--- config.mk ---
export PLATFORM = sky130hd
export DESIGN_NAME = nand_prog_seq
export DESIGN_NICKNAME = d
export VERILOG_FILES = /design/src/rtl/nps_pkg.sv /design/src/rtl/nps_bus_phy.sv /design/src/rtl/nps_tick_timer.sv /design/src/rtl/nand_prog_seq.sv
export SDC_FILE = /design/constraint.sdc
export NUM_CORES = 1
export LEC_CHECK = 0
export ABC_CLOCK_PERIOD_IN_PS = 8150
export BUFFER_PORTS_ARGS = -buffer_cell sky130_fd_sc_hd__buf_2
export CORE_AREA = 2 2 103 155
export DETAILED_ROUTE_END_ITERATION = 16
export DIE_AREA = 0 0 105 157
export PLACE_DENSITY_LB_ADDON = 0.25
export SETUP_SLACK_MARGIN = 0.3
export SLEW_MARGIN = 20
export SYNTH_ARGS = -nofsm -noshare
export SYNTH_HDL_FRONTEND = slang
export SYNTH_SLANG_ARGS = --single-unit
--- constraint.sdc ---
create_clock -name clk -period 8.15 [get_ports clk]
set_clock_uncertainty 0.1 [all_clocks]
set_input_delay 0.815 -clock clk [delete_from_list [all_inputs] [get_ports clk]]
set_output_delay 0.815 -clock clk [all_outputs]
set_load 0.02 [all_outputs]
--- src/rtl/nps_pkg.sv ---
package nps_pkg;

  typedef enum logic [1:0] {
    BK_CMD,
    BK_ADDR,
    BK_WR,
    BK_RD
  } bus_kind_e;

  typedef enum logic [3:0] {
    ST_IDLE,
    ST_LOAD,
    ST_ADDR,
    ST_DATA,
    ST_JUMP,
    ST_JADDR,
    ST_CONFIRM,
    ST_WAIT_RB,
    ST_STAT_CMD,
    ST_STAT_RD,
    ST_GAP,
    ST_RESET,
    ST_FINISH
  } seq_state_e;

  localparam logic [7:0] CMD_LOAD    = 8'h80;
  localparam logic [7:0] CMD_JUMP    = 8'h85;
  localparam logic [7:0] CMD_CONFIRM = 8'h10;
  localparam logic [7:0] CMD_STATUS  = 8'h70;
  localparam logic [7:0] CMD_RESET   = 8'hFF;

  // address cycle idx: two column bytes, then row bytes low to high
  function automatic logic [7:0] addr_byte(input logic [15:0] col,
                                           input logic [31:0] row,
                                           input logic [2:0]  idx);
    logic [7:0] b;
    case (idx)
      3'd0:    b = col[7:0];
      3'd1:    b = col[15:8];
      3'd2:    b = row[7:0];
      3'd3:    b = row[15:8];
      3'd4:    b = row[23:16];
      default: b = row[31:24];
    endcase
    return b;
  endfunction

  function automatic logic len_ok(input int unsigned len, input int unsigned max_len);
    return (len != 0) && (len <= max_len);
  endfunction

  function automatic logic status_ready(input logic [7:0] st);
    return st[6];
  endfunction

  function automatic logic status_failed(input logic [7:0] st);
    return st[0];
  endfunction

endpackage

--- src/rtl/nps_bus_phy.sv ---
module nps_bus_phy
  import nps_pkg::*;
#(
  parameter int PH_CYC = 2
) (
  input  logic      clk,
  input  logic      rst_n,
  input  logic      start,
  input  bus_kind_e kind,
  input  logic [7:0] wbyte,
  input  logic [7:0] dq_i,
  output logic      done_o,
  output logic [7:0] rd_byte_o,
  output logic      cle,
  output logic      ale,
  output logic      we_n,
  output logic      re_n,
  output logic [7:0] dq_o,
  output logic      dq_oe
);
  localparam int CYC = 2 * PH_CYC;
  localparam int CW  = (CYC > 2) ? $clog2(CYC) : 1;
  localparam logic [CW-1:0] LAST    = CW'(CYC - 1);
  localparam logic [CW-1:0] LOW_END = CW'(PH_CYC - 1);

  logic          active_q;
  logic [CW-1:0] cnt_q;
  bus_kind_e     kind_q;
  logic [7:0]    byte_q;
  logic [7:0]    rd_q;
  logic          low_half;

  assign low_half = active_q && (cnt_q < CW'(PH_CYC));
  assign done_o   = active_q && (cnt_q == LAST);

  always_ff @(posedge clk or negedge rst_n) begin
    if (!rst_n) begin
      active_q <= 1'b0;
      cnt_q    <= '0;
      kind_q   <= BK_CMD;
      byte_q   <= 8'h00;
      rd_q     <= 8'h00;
    end else begin
      if (start) begin
        active_q <= 1'b1;
        cnt_q    <= '0;
        kind_q   <= kind;
        byte_q   <= wbyte;
      end else if (active_q) begin
        if (cnt_q == LAST) active_q <= 1'b0;
        else               cnt_q    <= cnt_q + 1'b1;
      end
      if (active_q && kind_q == BK_RD && cnt_q == LOW_END) rd_q <= dq_i;
    end
  end

  assign rd_byte_o = rd_q;
  assign cle   = active_q && (kind_q == BK_CMD);
  assign ale   = active_q && (kind_q == BK_ADDR);
  assign we_n  = !(low_half && kind_q != BK_RD);
  assign re_n  = !(low_half && kind_q == BK_RD);
  assign dq_oe = active_q && (kind_q != BK_RD);
  assign dq_o  = byte_q;

endmodule

--- src/rtl/nps_tick_timer.sv ---
module nps_tick_timer #(
  parameter int LIMIT = 8
) (
  input  logic clk,
  input  logic rst_n,
  input  logic clr,
  input  logic en,
  output logic hit
);
  localparam int TW = $clog2(LIMIT + 1);
  localparam logic [TW-1:0] TOP = TW'(LIMIT);

  logic [TW-1:0] cnt_q;

  assign hit = (cnt_q == TOP);

  always_ff @(posedge clk or negedge rst_n) begin
    if (!rst_n)          cnt_q <= '0;
    else if (clr)        cnt_q <= '0;
    else if (en && !hit) cnt_q <= cnt_q + 1'b1;
  end

endmodule

--- src/rtl/nand_prog_seq.sv ---
module nand_prog_seq
  import nps_pkg::*;
#(
  parameter int MAX_BYTES  = 2112,
  parameter int LEN_W      = 12,
  parameter int ROW_BYTES  = 3,
  parameter int PH_CYC     = 2,
  parameter int POLL_GAP   = 8,
  parameter int BUSY_LIMIT = 4096
) (
  input  logic                   clk,
  input  logic                   rst_n,
  input  logic                   req_valid,
  output logic                   req_ready,
  input  logic [8*ROW_BYTES-1:0] req_row,
  input  logic [15:0]            req_col,
  input  logic [LEN_W-1:0]       req_len,
  input  logic                   req_poll,
  input  logic                   din_valid,
  output logic                   din_ready,
  input  logic [7:0]             din_data,
  input  logic                   din_jump,
  input  logic [15:0]            din_jump_col,
  output logic                   done,
  output logic                   fail,
  output logic                   nand_ce_n,
  output logic                   nand_cle,
  output logic                   nand_ale,
  output logic                   nand_we_n,
  output logic                   nand_re_n,
  output logic [7:0]             nand_dq_o,
  output logic                   nand_dq_oe,
  input  logic [7:0]             nand_dq_i,
  input  logic                   nand_rb_n
);
  localparam int ROW_W    = 8 * ROW_BYTES;
  localparam int ADDR_CYC = 2 + ROW_BYTES;
  localparam logic [2:0] ALAST = 3'(ADDR_CYC - 1);

  seq_state_e       state_q;
  logic             issued_q;
  logic [2:0]       aidx_q;
  logic [LEN_W-1:0] left_q;
  logic [ROW_W-1:0] row_q;
  logic [15:0]      col_q;
  logic             poll_q;
  logic             fail_q;
  logic             first_q;
  logic             jumped_q;

  logic       phy_start;
  bus_kind_e  phy_kind;
  logic [7:0] phy_byte;
  logic       phy_done;
  logic [7:0] phy_rd;

  logic busy_clr, busy_en, busy_hit;
  logic gap_clr, gap_en, gap_hit;

  // named events for the checker
  logic accept;
  logic len_bad;
  logic jump_req;
  logic timeout_evt;

  assign accept   = req_valid && req_ready;
  assign len_bad  = !len_ok(32'(req_len), MAX_BYTES);
  assign jump_req = din_valid && din_jump && !first_q && !jumped_q;

  assign busy_clr = (state_q == ST_CONFIRM) && phy_done;
  assign gap_clr  = busy_clr || ((state_q == ST_STAT_RD) && phy_done);
  assign busy_en  = (state_q == ST_WAIT_RB) || (state_q == ST_STAT_CMD) ||
                    (state_q == ST_STAT_RD) || (state_q == ST_GAP);
  assign gap_en   = (state_q == ST_WAIT_RB) || (state_q == ST_GAP);
  assign timeout_evt = busy_hit && ((state_q == ST_WAIT_RB) || (state_q == ST_GAP));

  always_comb begin
    phy_start = 1'b0;
    phy_kind  = BK_CMD;
    phy_byte  = 8'h00;
    din_ready = 1'b0;
    case (state_q)
      ST_LOAD: begin
        phy_start = !issued_q;
        phy_byte  = CMD_LOAD;
      end
      ST_ADDR: begin
        phy_start = !issued_q;
        phy_kind  = BK_ADDR;
        phy_byte  = addr_byte(col_q, 32'(row_q), aidx_q);
      end
      ST_DATA: begin
        phy_kind = BK_WR;
        phy_byte = din_data;
        if (!issued_q && din_valid && !jump_req) begin
          phy_start = 1'b1;
          din_ready = 1'b1;
        end
      end
      ST_JUMP: begin
        phy_start = !issued_q;
        phy_byte  = CMD_JUMP;
      end
      ST_JADDR: begin
        phy_start = !issued_q;
        phy_kind  = BK_ADDR;
        phy_byte  = aidx_q[0] ? col_q[15:8] : col_q[7:0];
      end
      ST_CONFIRM: begin
        phy_start = !issued_q;
        phy_byte  = CMD_CONFIRM;
      end
      ST_STAT_CMD: begin
        phy_start = !issued_q;
        phy_byte  = CMD_STATUS;
      end
      ST_STAT_RD: begin
        phy_start = !issued_q;
        phy_kind  = BK_RD;
      end
      ST_RESET: begin
        phy_start = !issued_q;
        phy_byte  = CMD_RESET;
      end
      default: ;
    endcase
  end

  always_ff @(posedge clk or negedge rst_n) begin
    if (!rst_n) begin
      state_q  <= ST_IDLE;
      issued_q <= 1'b0;
      aidx_q   <= '0;
      left_q   <= '0;
      row_q    <= '0;
      col_q    <= '0;
      poll_q   <= 1'b0;
      fail_q   <= 1'b0;
      first_q  <= 1'b0;
      jumped_q <= 1'b0;
    end else begin
      if (phy_start) issued_q <= 1'b1;
      case (state_q)
        ST_IDLE: if (req_valid) begin
          row_q    <= req_row;
          col_q    <= req_col;
          left_q   <= req_len;
          poll_q   <= req_poll;
          first_q  <= 1'b1;
          jumped_q <= 1'b0;
          aidx_q   <= '0;
          issued_q <= 1'b0;
          fail_q   <= len_bad;
          state_q  <= len_bad ? ST_FINISH : ST_LOAD;
        end
        ST_LOAD: if (phy_done) begin
          issued_q <= 1'b0;
          aidx_q   <= '0;
          state_q  <= ST_ADDR;
        end
        ST_ADDR: if (phy_done) begin
          issued_q <= 1'b0;
          if (aidx_q == ALAST) state_q <= ST_DATA;
          else                 aidx_q  <= aidx_q + 1'b1;
        end
        ST_DATA: begin
          if (!issued_q && jump_req) begin
            col_q   <= din_jump_col;
            state_q <= ST_JUMP;
          end else if (phy_done) begin
            issued_q <= 1'b0;
            first_q  <= 1'b0;
            jumped_q <= 1'b0;
            left_q   <= left_q - 1'b1;
            if (left_q == LEN_W'(1)) state_q <= ST_CONFIRM;
          end
        end
        ST_JUMP: if (phy_done) begin
          issued_q <= 1'b0;
          aidx_q   <= '0;
          state_q  <= ST_JADDR;
        end
        ST_JADDR: if (phy_done) begin
          issued_q <= 1'b0;
          if (aidx_q[0]) begin
            jumped_q <= 1'b1;
            state_q  <= ST_DATA;
          end else begin
            aidx_q <= 3'd1;
          end
        end
        ST_CONFIRM: if (phy_done) begin
          issued_q <= 1'b0;
          state_q  <= poll_q ? ST_STAT_CMD : ST_WAIT_RB;
        end
        ST_WAIT_RB: begin
          if (timeout_evt)             state_q <= ST_RESET;
          else if (gap_hit && nand_rb_n) state_q <= ST_STAT_CMD;
        end
        ST_STAT_CMD: if (phy_done) begin
          issued_q <= 1'b0;
          state_q  <= ST_STAT_RD;
        end
        ST_STAT_RD: if (phy_done) begin
          issued_q <= 1'b0;
          if (status_ready(phy_rd)) begin
            fail_q  <= status_failed(phy_rd);
            state_q <= ST_FINISH;
          end else begin
            state_q <= ST_GAP;
          end
        end
        ST_GAP: begin
          if (timeout_evt)  state_q <= ST_RESET;
          else if (gap_hit) state_q <= ST_STAT_RD;
        end
        ST_RESET: if (phy_done) begin
          issued_q <= 1'b0;
          fail_q   <= 1'b1;
          state_q  <= ST_FINISH;
        end
        ST_FINISH: state_q <= ST_IDLE;
        default:   state_q <= ST_IDLE;
      endcase
    end
  end

  nps_bus_phy #(.PH_CYC(PH_CYC)) u_phy (
    .clk      (clk),
    .rst_n    (rst_n),
    .start    (phy_start),
    .kind     (phy_kind),
    .wbyte    (phy_byte),
    .dq_i     (nand_dq_i),
    .done_o   (phy_done),
    .rd_byte_o(phy_rd),
    .cle      (nand_cle),
    .ale      (nand_ale),
    .we_n     (nand_we_n),
    .re_n     (nand_re_n),
    .dq_o     (nand_dq_o),
    .dq_oe    (nand_dq_oe)
  );

  nps_tick_timer #(.LIMIT(BUSY_LIMIT)) u_busy_tmr (
    .clk  (clk),
    .rst_n(rst_n),
    .clr  (busy_clr),
    .en   (busy_en),
    .hit  (busy_hit)
  );

  nps_tick_timer #(.LIMIT(POLL_GAP)) u_gap_tmr (
    .clk  (clk),
    .rst_n(rst_n),
    .clr  (gap_clr),
    .en   (gap_en),
    .hit  (gap_hit)
  );

  assign req_ready = (state_q == ST_IDLE);
  assign done      = (state_q == ST_FINISH);
  assign fail      = fail_q;
  assign nand_ce_n = (state_q == ST_IDLE) || (state_q == ST_FINISH);

endmodule

# After elaboration in Yosys (flattened, before gate mapping)
# Index checks and enable logic that the tools add are counted.
# totals
register_bits	101
inputBits	91
elab_cells	203
out_inout_bits	18
# op_classes
n_mux	71
n_eq_ne	47
n_lt_le_gt_ge	2
n_reduce_logical	60
add_sub_neg	5
# ops
operator	count
4-bit two-way mux	22
8-bit case mux with 8 select lines	1
4-bit case mux with 12 select lines	1
8-bit case mux with 5 select lines	1
12-bit two-way mux	3
2-bit inequality test (second input constant)	18
16-bit two-way mux	2
16-bit case mux with 2 select lines	1
13-bit two-way mux	2
4-bit == test (second input constant)	6
12-bit case mux with 2 select lines	1
1-bit logical AND	22
3-bit two-way mux	7
1-bit two-way mux	19
4-bit by 3-bit == test with 1-bit output (second input constant)	4
15-bit AND reduction	1
13-bit by 1-bit adder with 13-bit output (second input constant)	1
13-bit == test (second input constant)	1
12-bit by 1-bit == test with 1-bit output (second input constant)	1
12-bit less-or-equal comparator (second input constant)	1
3-bit case mux with 4 select lines	1
6-bit AND reduction	2
12-bit nonzero test	1
12-bit by 1-bit subtractor with 12-bit output (second input constant)	1
34 further kinds	65

# Longest topological paths before layout
# Gate-level depths: netlist of run 1.
# logic_depth
word_depth	11
depth_mapped	9
depth_no_buf	7

# Cells and area by module
# From an unflattened synthesis of run 1, not the netlist that was laid out.
# unflattened
cells_unflattened	609
hier_area_um2	6040.8
# modules_own_cells
mod	seq_area_each_um2	cells_each	area_each_um2	n_inst
nand_prog_seq	1601.5	448	4190.3	1
nps_bus_phy	525.5	58	869.6	1
nps_tick_timer (u_busy_tmr)	325.3	79	748.2	1
nps_tick_timer (u_gap_tmr)	100.1	24	232.7	1

# Least setup slack after synthesis of run 1
# No wires, ideal clock.
# synth_timing
path_kind	register -> output
from	register state_q[1]
to	output nand_ce_n
arrival_ns	1.841
stages_incl_launch_ff	6
required_ns	7.235
path_buffers	3
slack_ns	5.394
cell_sequence	dfrtp_1 buf_2 clkbuf_1 clkbuf_1 nor3_1 or2_2
# synth_via
elab_chain_cells	2
word_cells_on_any_way	3
classes_between	eq/ne: 1; reduce/logical: 2
# synth_lines
item	line_no	rtl
from (decl)	nand_prog_seq.sv:40	seq_state_e state_q;
from (signal assigned)	nand_prog_seq.sv:154	state_q <= len_bad ? ST_FINISH : ST_LOAD;
from (signal assigned)	nand_prog_seq.sv:194	state_q <= poll_q ? ST_STAT_CMD : ST_WAIT_RB;
4-bit == test	n/a	
via done	nand_prog_seq.sv:24	output logic done,
1-bit logical OR	nand_prog_seq.sv:264	assign nand_ce_n = (state_q == ST_IDLE) || (state_q == ST_FINISH);
to (decl)	nand_prog_seq.sv:26	output logic nand_ce_n,
# The timed path passes the listed nets, and every way through them passes these cells.

# Worst setup path in the final report of run 1
# layout_timing
from	register state_q[0]
to	output din_ready
# layout_via
elab_chain_cells	2
# layout_lines
item	line_no	rtl
4-bit by 2-bit == test with 1-bit output	nand_prog_seq.sv:82	case (state_q)
1-bit two-way mux	nand_prog_seq.sv:82	
to (decl)	nand_prog_seq.sv:20	output logic din_ready,
# Every way passes these cells.

==> flow_summary.toml, run 1 <==
[grt]
track_usage = 0.182
first_global_vias = 4768
grt_start_max_net_pins = 73
grt_first_pass_wirelength_um = 24100
grt_overflow = 0
antenna_found_initial = 1

[detailed_routing]
drt_first_iter_violations = 377
ant_nets = 0
wirelength_um = 14500
firstDrtPassIters = 5
vias = 4699
viasPerCell = 5.33
avgRoutedWirePerCell_um = 16.4
post-route-drc-count = 0

[place]
port_buffers = 102
hpwl_um = 10800
routabilityCongestion = 0.874
post_dp_cell_area_um2 = 6290

[worst_setup_path]
end_kind = "output port"
reg2reg_to = "u_phy.dq_o[2]"
required_ps = 7240
reg2reg_from = "state_q[0]"
critical-path-top-delay-family = "simple AND/OR/NAND/NOR gates"
rr_worst_depth = 5
crit_buf_inv = 1
rrSetupSlack_ps = 5040
cp-start-kind = "flip-flop"
crit_arrival_ps = 2700
crit_fanout = 28
path_cells = "nand4bb_2 > nor3b_2 > nor2b_1 > buf_2"
crit_path_top_delay_cell = "dfrtp_1"
path_class = "reg2out"
cp_slowest_stage_delay_ps = 880

[clocking]
cts.repair.resized = 0
cts-root-buf = "clkbuf_16"
clk_path_buf_depth = 2
cts_made_buffers = 9
cts-htree-levels = 3
cts_sinks = 96
cts_tree = "done"
postCtsSetupBuffers = 0
clkLatencyLatePin_ps = 340
path_clk_slew_ps = 70
ctsHoldBuffers = 0

[floorplanning]
io-pin-count = 109
start_util = 0.375
core_area_um2 = 15000
num_rows = 55
die_y_um = 157
die-area_um2 = 16500
die_w_um = 105

[sta]
drv_slew = 0
setup_viol = 0
fmax_mhz = 276
maxSlewHeadroom = 0.379
finalHoldViolations = 0
rsz0062_at_grt = "false"
worst_slew_pin_slew_ps = 931
period_needed_ps = 3620
post-route-period-util = 0.444
tns_ps = 0

[power]
leakagePower_nw = 2.95
power_density_nw_per_um2 = 359
vdd_ir_drop_max_mv = 0.144

[synth]
syn_nets = 694
synth_edf_count = 0
synth-seq-area-share = 0.427
ys_ff_latch = 96
syn_inst = 590
ys_types = 72
ys.flop_type = "dfrtp_1"
yosysWarnings = 0
async_flop_share = 1.00
avgSynthCellArea_um2 = 9.54
post_synth_instance_area_um2 = 5630

[final_layout]
n_fill_cell = 1548
regArea_um2 = 2400
drive_above_1_share = 0.216
area_delta_synth_final_pct = 17.1
fin_area_um2 = 6590
multi_input_area_um2 = 3010
final_nets = 780

[status]
status = "finished, final reports clean"

[job]
max-cap-violations = 0

[min_path]
worstHoldPathType = "in2async"
[synth_stat cells (all sizes together), types with 13 or more instances]
library cell  count  area, um2
dfrtp            96       2400
nand2            63        244
o21ai            54        274
nor2             45        169
mux2             35        394
a21oi            27        135
mux2i            26        260
nand3            22        110
buf              20        109
a22oi            17        128
inv              16       65.1
clkbuf           13       48.8
ha               13        163
[sequential cells by signal, indices dropped and copies added (netlist names), 2 cells and up]
signal,flops
row_q,24
col_q,16
u_busy_tmr.cnt_q,13
left_q,12
u_phy.dq_o,8
state_q,4
u_gap_tmr.cnt_q,4
aidx_q,3
u_phy.cnt_q,2
u_phy.kind_q,2
u_phy.rd_byte_o,2
[power breakdown]
group	switching [mW]	internal, mW	leakage [nW]
logic	0.642	0.447	1.58
registers	0.183	0.663	1.22
clock network	0.185	0.248	0.153
[kinds of logic (layout without fill, tap and decap cells)]
| family | Yosys count | in the layout | share of synthesized area |
|---|---|---|---|
| adders and majority gates | 14 | 14 | 0.0309 |
| AOI/OAI and AO/OA | 147 | 147 | 0.175 |
| other | 0 | 1 | 0 |
| buffers and inverters | 49 | 140 | 0.0396 |
| muxes | 61 | 61 | 0.116 |
| and+or+nand+nor | 208 | 208 | 0.188 |
| xor gates and xnor gates | 15 | 15 | 0.0233 |
| DFF | 96 | 96 | 0.427 |
[worst max path at each step]
stage,to,slack (ps),startpoint,cells after the start
2_1_floorplan,nand_ce_n,5390,state_q[1],5
3_3_place_gp,din_ready,4870,state_q[0],4
3_5_place_dp,din_ready,4820,state_q[0],4
4_1_cts,din_ready,4460,state_q[0],4
5_1_grt,din_ready,4310,state_q[0],4
6_report,din_ready,4530,state_q[0],4
[metrics by stage]
step	total power, mW	setup slack [ps]	hold WS (ps)	util	instances
4_1_cts	2.38	4460	263	0.439	880
3_3_place_gp	1.90	4870	369	0.419	864
2_1_floorplan	1.66	5390	359	-	590
5_1_grt	2.55	4310	278	0.440	881
3_5_place_dp	1.94	4820	379	0.419	864
6_report	2.37	4530	262	0.440	881
[metal layers]
layer,part of all wire,GRT usage,vias to the layer above
li1,-,-,2313
met3,0.038,0.0298,22
met2,0.50,0.304,120
met5,0,0,-
met4,0.028,0.0686,0
met1,0.44,0.237,2244
[cells in the final DEF, fill, tap and decap left out, drive strengths merged, types with 3 or more instances in the layout]
master,instances
buf,108
dfrtp,96
nand2,63
o21ai,54
nor2,45
mux2,35
a21oi,27
mux2i,26
nand3,22
inv,18
a22oi,17
ha,13
xor2,12
nor3,12
nand2b,10
clkbuf,10
nor2b,9
o22ai,7
and2,6
or3,6
nand4,6
a221oi,6
a211oi,5
nor4,5
o31ai,5
a31oi,4
nor3b,4
nor4b,3
and3,3
xnor2,3
or2,3
clkinv,3
[area by class of cell]
type	instances	area share
well taps	199	0.0378
inverters	16	0.00987
clock inverters	6	0.0101
flip-flops and latches	96	0.364
diodes	1	0.000380
clock buffers	10	0.0362
multi-input cells	445	0.457
repair buffers	108	0.0846
No activity file was read; power rests on OpenSTA's default activity.
==> run 2: changes to the inputs <==
--- a/config.mk
+++ b/config.mk
@@ -5,11 +5,12 @@
 export SDC_FILE = /design/constraint.sdc
 export NUM_CORES = 1
 export LEC_CHECK = 0
-export ABC_CLOCK_PERIOD_IN_PS = 8150
+export ABC_AREA = 1
+export ABC_CLOCK_PERIOD_IN_PS = 3350
 export BUFFER_PORTS_ARGS = -buffer_cell sky130_fd_sc_hd__buf_2
-export CORE_AREA = 2 2 103 155
+export CORE_AREA = 2 2 104 157
 export DETAILED_ROUTE_END_ITERATION = 16
-export DIE_AREA = 0 0 105 157
+export DIE_AREA = 0 0 106 159
 export PLACE_DENSITY_LB_ADDON = 0.25
 export SETUP_SLACK_MARGIN = 0.3
 export SLEW_MARGIN = 20
==> constraint.sdc (replaced) <==
create_clock -name clk -period 3.35 [get_ports clk]
set_clock_uncertainty 0.1 [all_clocks]
set_input_delay 0.335 -clock clk [delete_from_list [all_inputs] [get_ports clk]]
set_output_delay 0.335 -clock clk [all_outputs]
set_load 0.02 [all_outputs]
==> run 2 against run 1 <==
  * Count of clock-buffer cells in the layout shrank 1
  * Clock power grew 140%
  * Register-to-register slack lost 4200 ps
  * Setup slack worse by 3700 ps
  * Design area up 2.8%
  * Area after synthesis up 2.8%
  * Critical path type is now reg2reg
  * Critical endpoint is now col_q[12]
  * Power up 140%
  * Non-clock buffer count decreased by 1
  * Largest power group unchanged
==> flow_summary.toml, run 2 <==
[status]
status = "finished, final reports clean"

[sta]
setup_viol = 0
period_needed_ps = 2480
tns_ps = 0
fmax_mhz = 403
post-route-period-util = 0.740
drv_slew = 0
worst_slew_pin_slew_ps = 837
rsz0062_at_grt = "false"
finalHoldViolations = 0
maxSlewHeadroom = 0.442

[synth]
ys.flop_type = "dfrtp_1"
syn_nets = 887
async_flop_share = 1.00
post-synth-top-count-cell = "nand2_1"
ys_types = 40
avgSynthCellArea_um2 = 7.39
synth.top_cell.area_share = 0.415
synth-seq-area-share = 0.415
synth_edf_count = 0
yosysWarnings = 0
syn_inst = 783
synthTopCellsByArea = "dfrtp_1, nand2_1, nor2_1"
post_synth_instance_area_um2 = 5790
synth_top_area_cell = "dfrtp_1"
synth_common_cells = "nand2_1, dfrtp_1, nor2_1, inv_1, nand3_1"
ys_ff_latch = 96

[detailed_routing]
firstDrtPassIters = 5
drt_first_iter_violations = 189
viasPerCell = 4.99
avgRoutedWirePerCell_um = 14.6
ant_nets = 0
post-route-drc-count = 0
wirelength_um = 15900
vias = 5424

[grt]
grt_first_pass_wirelength_um = 26100
antenna_found_initial = 0
track_usage = 0.195
grt_start_max_net_pins = 50
first_global_vias = 5226
grt_overflow = 0

[final_layout]
diodes = 0
n_fill_cell = 1628
drive_above_1_share = 0.195
postLayoutCoreUtil = 0.438
final_nets = 984
reg_top3 = "row_q x24, col_q x16, u_busy_tmr.cnt_q x13"
largest_reg_flops = 24
layout_common_cells = "nand2_1, buf_2, dfrtp_1"
regMostFlops = "row_q"
layout_commonest_cell = "nand2_1"
area_delta_synth_final_pct = 17.1

[worst_setup_path]
crit_path_top_delay_cell = "o21ai_2"
critical_path_depth = 7
crit_arrival_ps = 2660
path_cells = "nand2_1 > inv_2 > nand2_4 > o21ai_2 > buf_4 > nor2_1 > a31oi_1"
cp_slowest_stage_delay_ps = 760
required_ps = 3520
critical-path-top-delay-family = "compound AO/OA/AOI/OAI gates"
crit_buf_inv = 2
path_class = "reg2reg"
end_kind = "flip-flop"
crit_fanout = 35
rr_worst_depth = 7
cp-start-kind = "flip-flop"

[floorplanning]
num_rows = 56
io-pin-count = 109
core_area_um2 = 15500
die_w_um = 106
start_util = 0.374
die_y_um = 159
die-area_um2 = 16900

[power]
vdd_ir_drop_max_mv = 0.309
switching_share = 0.454
leakagePower_nw = 3.49
p_clk_frac = 0.183
switching_power_mw = 2.57
internal-power_mw = 3.09
power_density_nw_per_um2 = 835
power_frac_comb = 0.452
power_frac_seq = 0.365

[job]
max-cap-violations = 0

[clocking]
cts-root-buf = "clkbuf_16"
cts.repair.resized = 0
cts_made_buffers = 9
postCtsSetupBuffers = 0
clk_path_buf_depth = 2
cts-htree-levels = 3
cts_sinks = 96
clkLatencyLatePin_ps = 350
cts_tree = "done"
path_clk_slew_ps = 80

[place]
port_buffers = 102
hpwl_um = 12400
routabilityCongestion = 0.905

[min_path]
worstHoldPathType = "in2reg"
min_path_cells = 2
## run 2: final cells by class
class                   instances  area, um2  area share
well taps                     203        254      0.0375
clock inverters                 7       72.6      0.0107
clock buffers                   9        225      0.0332
inverters                      65        244      0.0360
multi-input cells             601       3030       0.447
flip-flops and latches         96       2400       0.354
repair buffers                107        553      0.0816
## run 2: path summary, 6_finish.rpt
check / start / slack, ps / end
max: state_q[0] / 870 / col_q[12]
min: req_row[12] / 90 / row_q[12]
max reg2reg: state_q[0] / 870 / col_q[12]
min reg2reg: left_q[10] / 380 / left_q[10]
max in group asynchronous: rst_n / 1900 / u_phy.dq_o[2]
min in group asynchronous: rst_n / 450 / state_q[3]
## run 2: cell families (layout without fill, tap and decap cells)
group                      count (synthesis)  after routing  share of synthesized area
xor gates and xnor gates                   6              6                    0.00908
muxes                                     25             25                     0.0486
buffers and inverters                     86            188                     0.0622
adders and majority gates                 13             13                     0.0281
and+or+nand+nor                          456            456                      0.341
DFF                                       96             96                      0.415
AOI/OAI and AO/OA                        101            101                     0.0957
## run 2: worst register-to-register path, cell delays in order, from the launching register on
cell and delay, ps:
dfrtp_1 490, nand2_1 170, inv_2 140, nand2_4 250, o21ai_2 770, buf_4 310
nor2_1 60, a31oi_1 130
## run 2: repair_timing
| action | 4_1_cts | 5_1_grt |
|---|---|---|
| setup endpoints to repair | 0 | 0 |
| hold endpoints to repair | 47 | 0 |
| hold buffers | 1 | 0 |
## run 2: per-layer routing
metal,share of wire,vias to the layer above,track usage
li1,-,2747,-
met1,0.41,2531,0.233
met2,0.52,123,0.351
met3,0.039,23,0.0315
met4,0.024,0,0.0640
met5,0,-,0
## run 2: per-stage QoR
step                setup WS, ps  hold WS (ps)  power [mW]  std cells  instance area [um2]
global route                 613          76.3        6.15       1088                 6780
floorplan                   1570         -60.6        3.95        783                 5790
finish                       869          85.2        5.66       1088                 6780
detailed placement           868           301        4.66       1071                 6470
CTS                          826          81.9        5.71       1088                 6780
global placement             888           301        4.63       1071                 6470
## run 2: power by group through the flow
stage	Clock (mW)	Sequential, mW	Combinational, mW
6_report	1.04	2.07	2.56
5_1_grt	1.12	2.13	2.91
4_1_cts	1.06	2.06	2.59
3_5_place_dp	0	2.08	2.58
3_3_place_gp	0	2.08	2.55
2_1_floorplan	0	1.98	1.98
==> run 3: changes to the inputs <==
--- a/config.mk
+++ b/config.mk
@@ -6,7 +6,7 @@
 export NUM_CORES = 1
 export LEC_CHECK = 0
 export ABC_AREA = 1
-export ABC_CLOCK_PERIOD_IN_PS = 3350
+export ABC_CLOCK_PERIOD_IN_PS = 2400
 export BUFFER_PORTS_ARGS = -buffer_cell sky130_fd_sc_hd__buf_2
 export CORE_AREA = 2 2 104 157
 export DETAILED_ROUTE_END_ITERATION = 16
==> constraint.sdc (replaced) <==
create_clock -name clk -period 2.4 [get_ports clk]
set_clock_uncertainty 0.1 [all_clocks]
set_input_delay 0.24 -clock clk [delete_from_list [all_inputs] [get_ports clk]]
set_output_delay 0.24 -clock clk [all_outputs]
set_load 0.02 [all_outputs]
==> run 3 against run 2 <==
  * Design area is 3.4% higher
  * Sequential cell count did not move
  * Non-clock buffer count is 20 higher
  * Combinational power rose by 48%
  * First-iteration DRC count rose by 73%
  * Sequential share of layout area is 1.2 points lower
  * Count of clock-buffer cells in the layout stayed put
  * Largest cell class unchanged
==> flow_summary.toml, run 3 (synthesized netlist as in run 2, its figures left out) <==
[grt]
grt_start_max_net_pins = 41
grt_first_pass_wirelength_um = 26200
first_global_vias = 5335
grt_overflow = 0
antenna_found_initial = 0
track_usage = 0.196

[clocking]
cts_sinks = 96
path_clk_slew_ps = 80
cts_tree = "done"
cts-htree-levels = 3
clkLatencyLatePin_ps = 360
cts-root-buf = "clkbuf_16"
clk_path_buf_depth = 2
cts_made_buffers = 9

[sta]
drv_slew = 0
tns_ps = 0
setup_viol = 0
finalHoldViolations = 0
post-route-period-util = 0.820
rsz0062_at_grt = "false"
period_needed_ps = 1970
maxSlewHeadroom = 0.649
fmax_mhz = 508
worst_slew_pin_slew_ps = 527

[min_path]
hold_start = "req_row[9]"
worstHoldPathType = "in2reg"

[worst_setup_path]
critical-path-top-delay-family = "simple AND/OR/NAND/NOR gates"
path_class = "reg2reg"
end_kind = "flip-flop"
required_ps = 2590
cp-startpoint = "state_q[0]"
cp_slowest_stage_delay_ps = 510
crit_arrival_ps = 2160
crit_fanout = 13
reg2reg_from = "state_q[0]"
path_cells = "inv_1 > nor2_1 > nand2_2 > nand2_2 > nor2_4 > nand3_2 > nand2_4 > nand2_2 > o21ai_0 > nand2_1"
critPathMostFrequentCell = "nand2_2"
cp-start-kind = "flip-flop"
crit_buf_inv = 1
crit_path_top_delay_cell = "dfrtp_1"

[final_layout]
final_nets = 1005
largest_reg_flops = 24
layout_commonest_cell = "nand2_1"
reg_top3 = "row_q x24, col_q x16, u_busy_tmr.cnt_q x13"
fin_area_um2 = 7010
area_delta_synth_final_pct = 21.1
regMostFlops = "row_q"
layout_common_cells = "nand2_1, buf_2, dfrtp_1"
diodes = 0
drive_above_1_share = 0.216

[place]
routabilityCongestion = 0.867
port_buffers = 102
hpwl_um = 12500
post_dp_cell_area_um2 = 6570

[power]
power_mw = 8.11
leakagePower_nw = 3.59
power_density_nw_per_um2 = 1160
vdd_ir_drop_max_mv = 0.393

[detailed_routing]
vias = 5454
firstDrtPassIters = 5
wirelength_um = 16300
drt_first_iter_violations = 327
post-route-drc-count = 0
avgRoutedWirePerCell_um = 14.7
ant_nets = 0
viasPerCell = 4.92

[status]
status = "finished, final reports clean"

[floorplanning]
num_rows = 56
io-pin-count = 109
die_w_um = 106
die_y_um = 159
core_area_um2 = 15500
die-area_um2 = 16900
start_util = 0.374

[job]
max-cap-violations = 0
run 3: cell types whose count changed in the layout (fill, tap and decap cells not counted), sizes merged:
cell,delta
inv,-2
dlygate4sd3,+5
buf,+15
clkinvlp,+3
run 3: cell type report:
cell class                      instances  area (um2)
Clock buffer                            9         225
Clock inverter                          7        76.3
Fill cell                            1637        8480
Inverter                               65         248
Multi-Input combinational cell        601        3070
Sequential cell                        96        2400
Tap cell                              203         254
Timing Repair Buffer                  127         728
Timing Repair inverter                  1        5.00
run 3: metal layers:
layer | wire [um] | up-vias | GRT usage | share of wire
met5 | 0 | - | 0 | 0
met2 | 8300 | 119 | 0.346 | 0.51
li1 | - | 2785 | - | -
met3 | 508 | 28 | 0.0250 | 0.031
met1 | 6980 | 2522 | 0.240 | 0.43
met4 | 483 | 0 | 0.0778 | 0.030
run 3: power by group:
| group | switching, mW | internal [mW] | total (mW) |
|---|---|---|---|
| registers | 0.569 | 2.31 | 2.88 |
| clock network | 0.706 | 0.733 | 1.44 |
| logic | 2.40 | 1.39 | 3.79 |
run 3: worst paths after layout:
| check | endpoint | cells past startpoint | slack [ps] |
|---|---|---|---|
| worst min register to register | first_q | 2 | 380 |
| worst min-delay path | row_q[9] | 2 | 0.9 |
| worst max register to register | u_phy.kind_q[0] | 10 | 430 |
| worst max-delay path | u_phy.kind_q[0] | 10 | 430 |
| min in group asynchronous | left_q[0] | 2 | 300 |
| max in group asynchronous | u_phy.dq_o[4] | 3 | 1240 |
run 3: repair_timing:
item / in CTS / in global routing
resized for setup: 1 / 11
cloned: 0 / 1
setup endpoints to repair: 3 / 26
pin swaps: 1 / 1
setup buffers: 1 / 3
endpoints found under the hold margin: 40 / 1
hold buffers: 5 / 1
run 3: metrics by stage:
| step | util | instances | setup WS, ps | hold slack, ps |
|---|---|---|---|---|
| 2_1_floorplan | - | 783 | 662 | -156 |
| 3_5_place_dp | 0.424 | 1082 | 301 | 169 |
| 3_3_place_gp | 0.424 | 1082 | 320 | 161 |
| 6_report | 0.453 | 1109 | 431 | 0.876 |
| 5_1_grt | 0.453 | 1109 | 294 | 7.26 |
| 4_1_cts | 0.448 | 1104 | 303 | 0.377 |
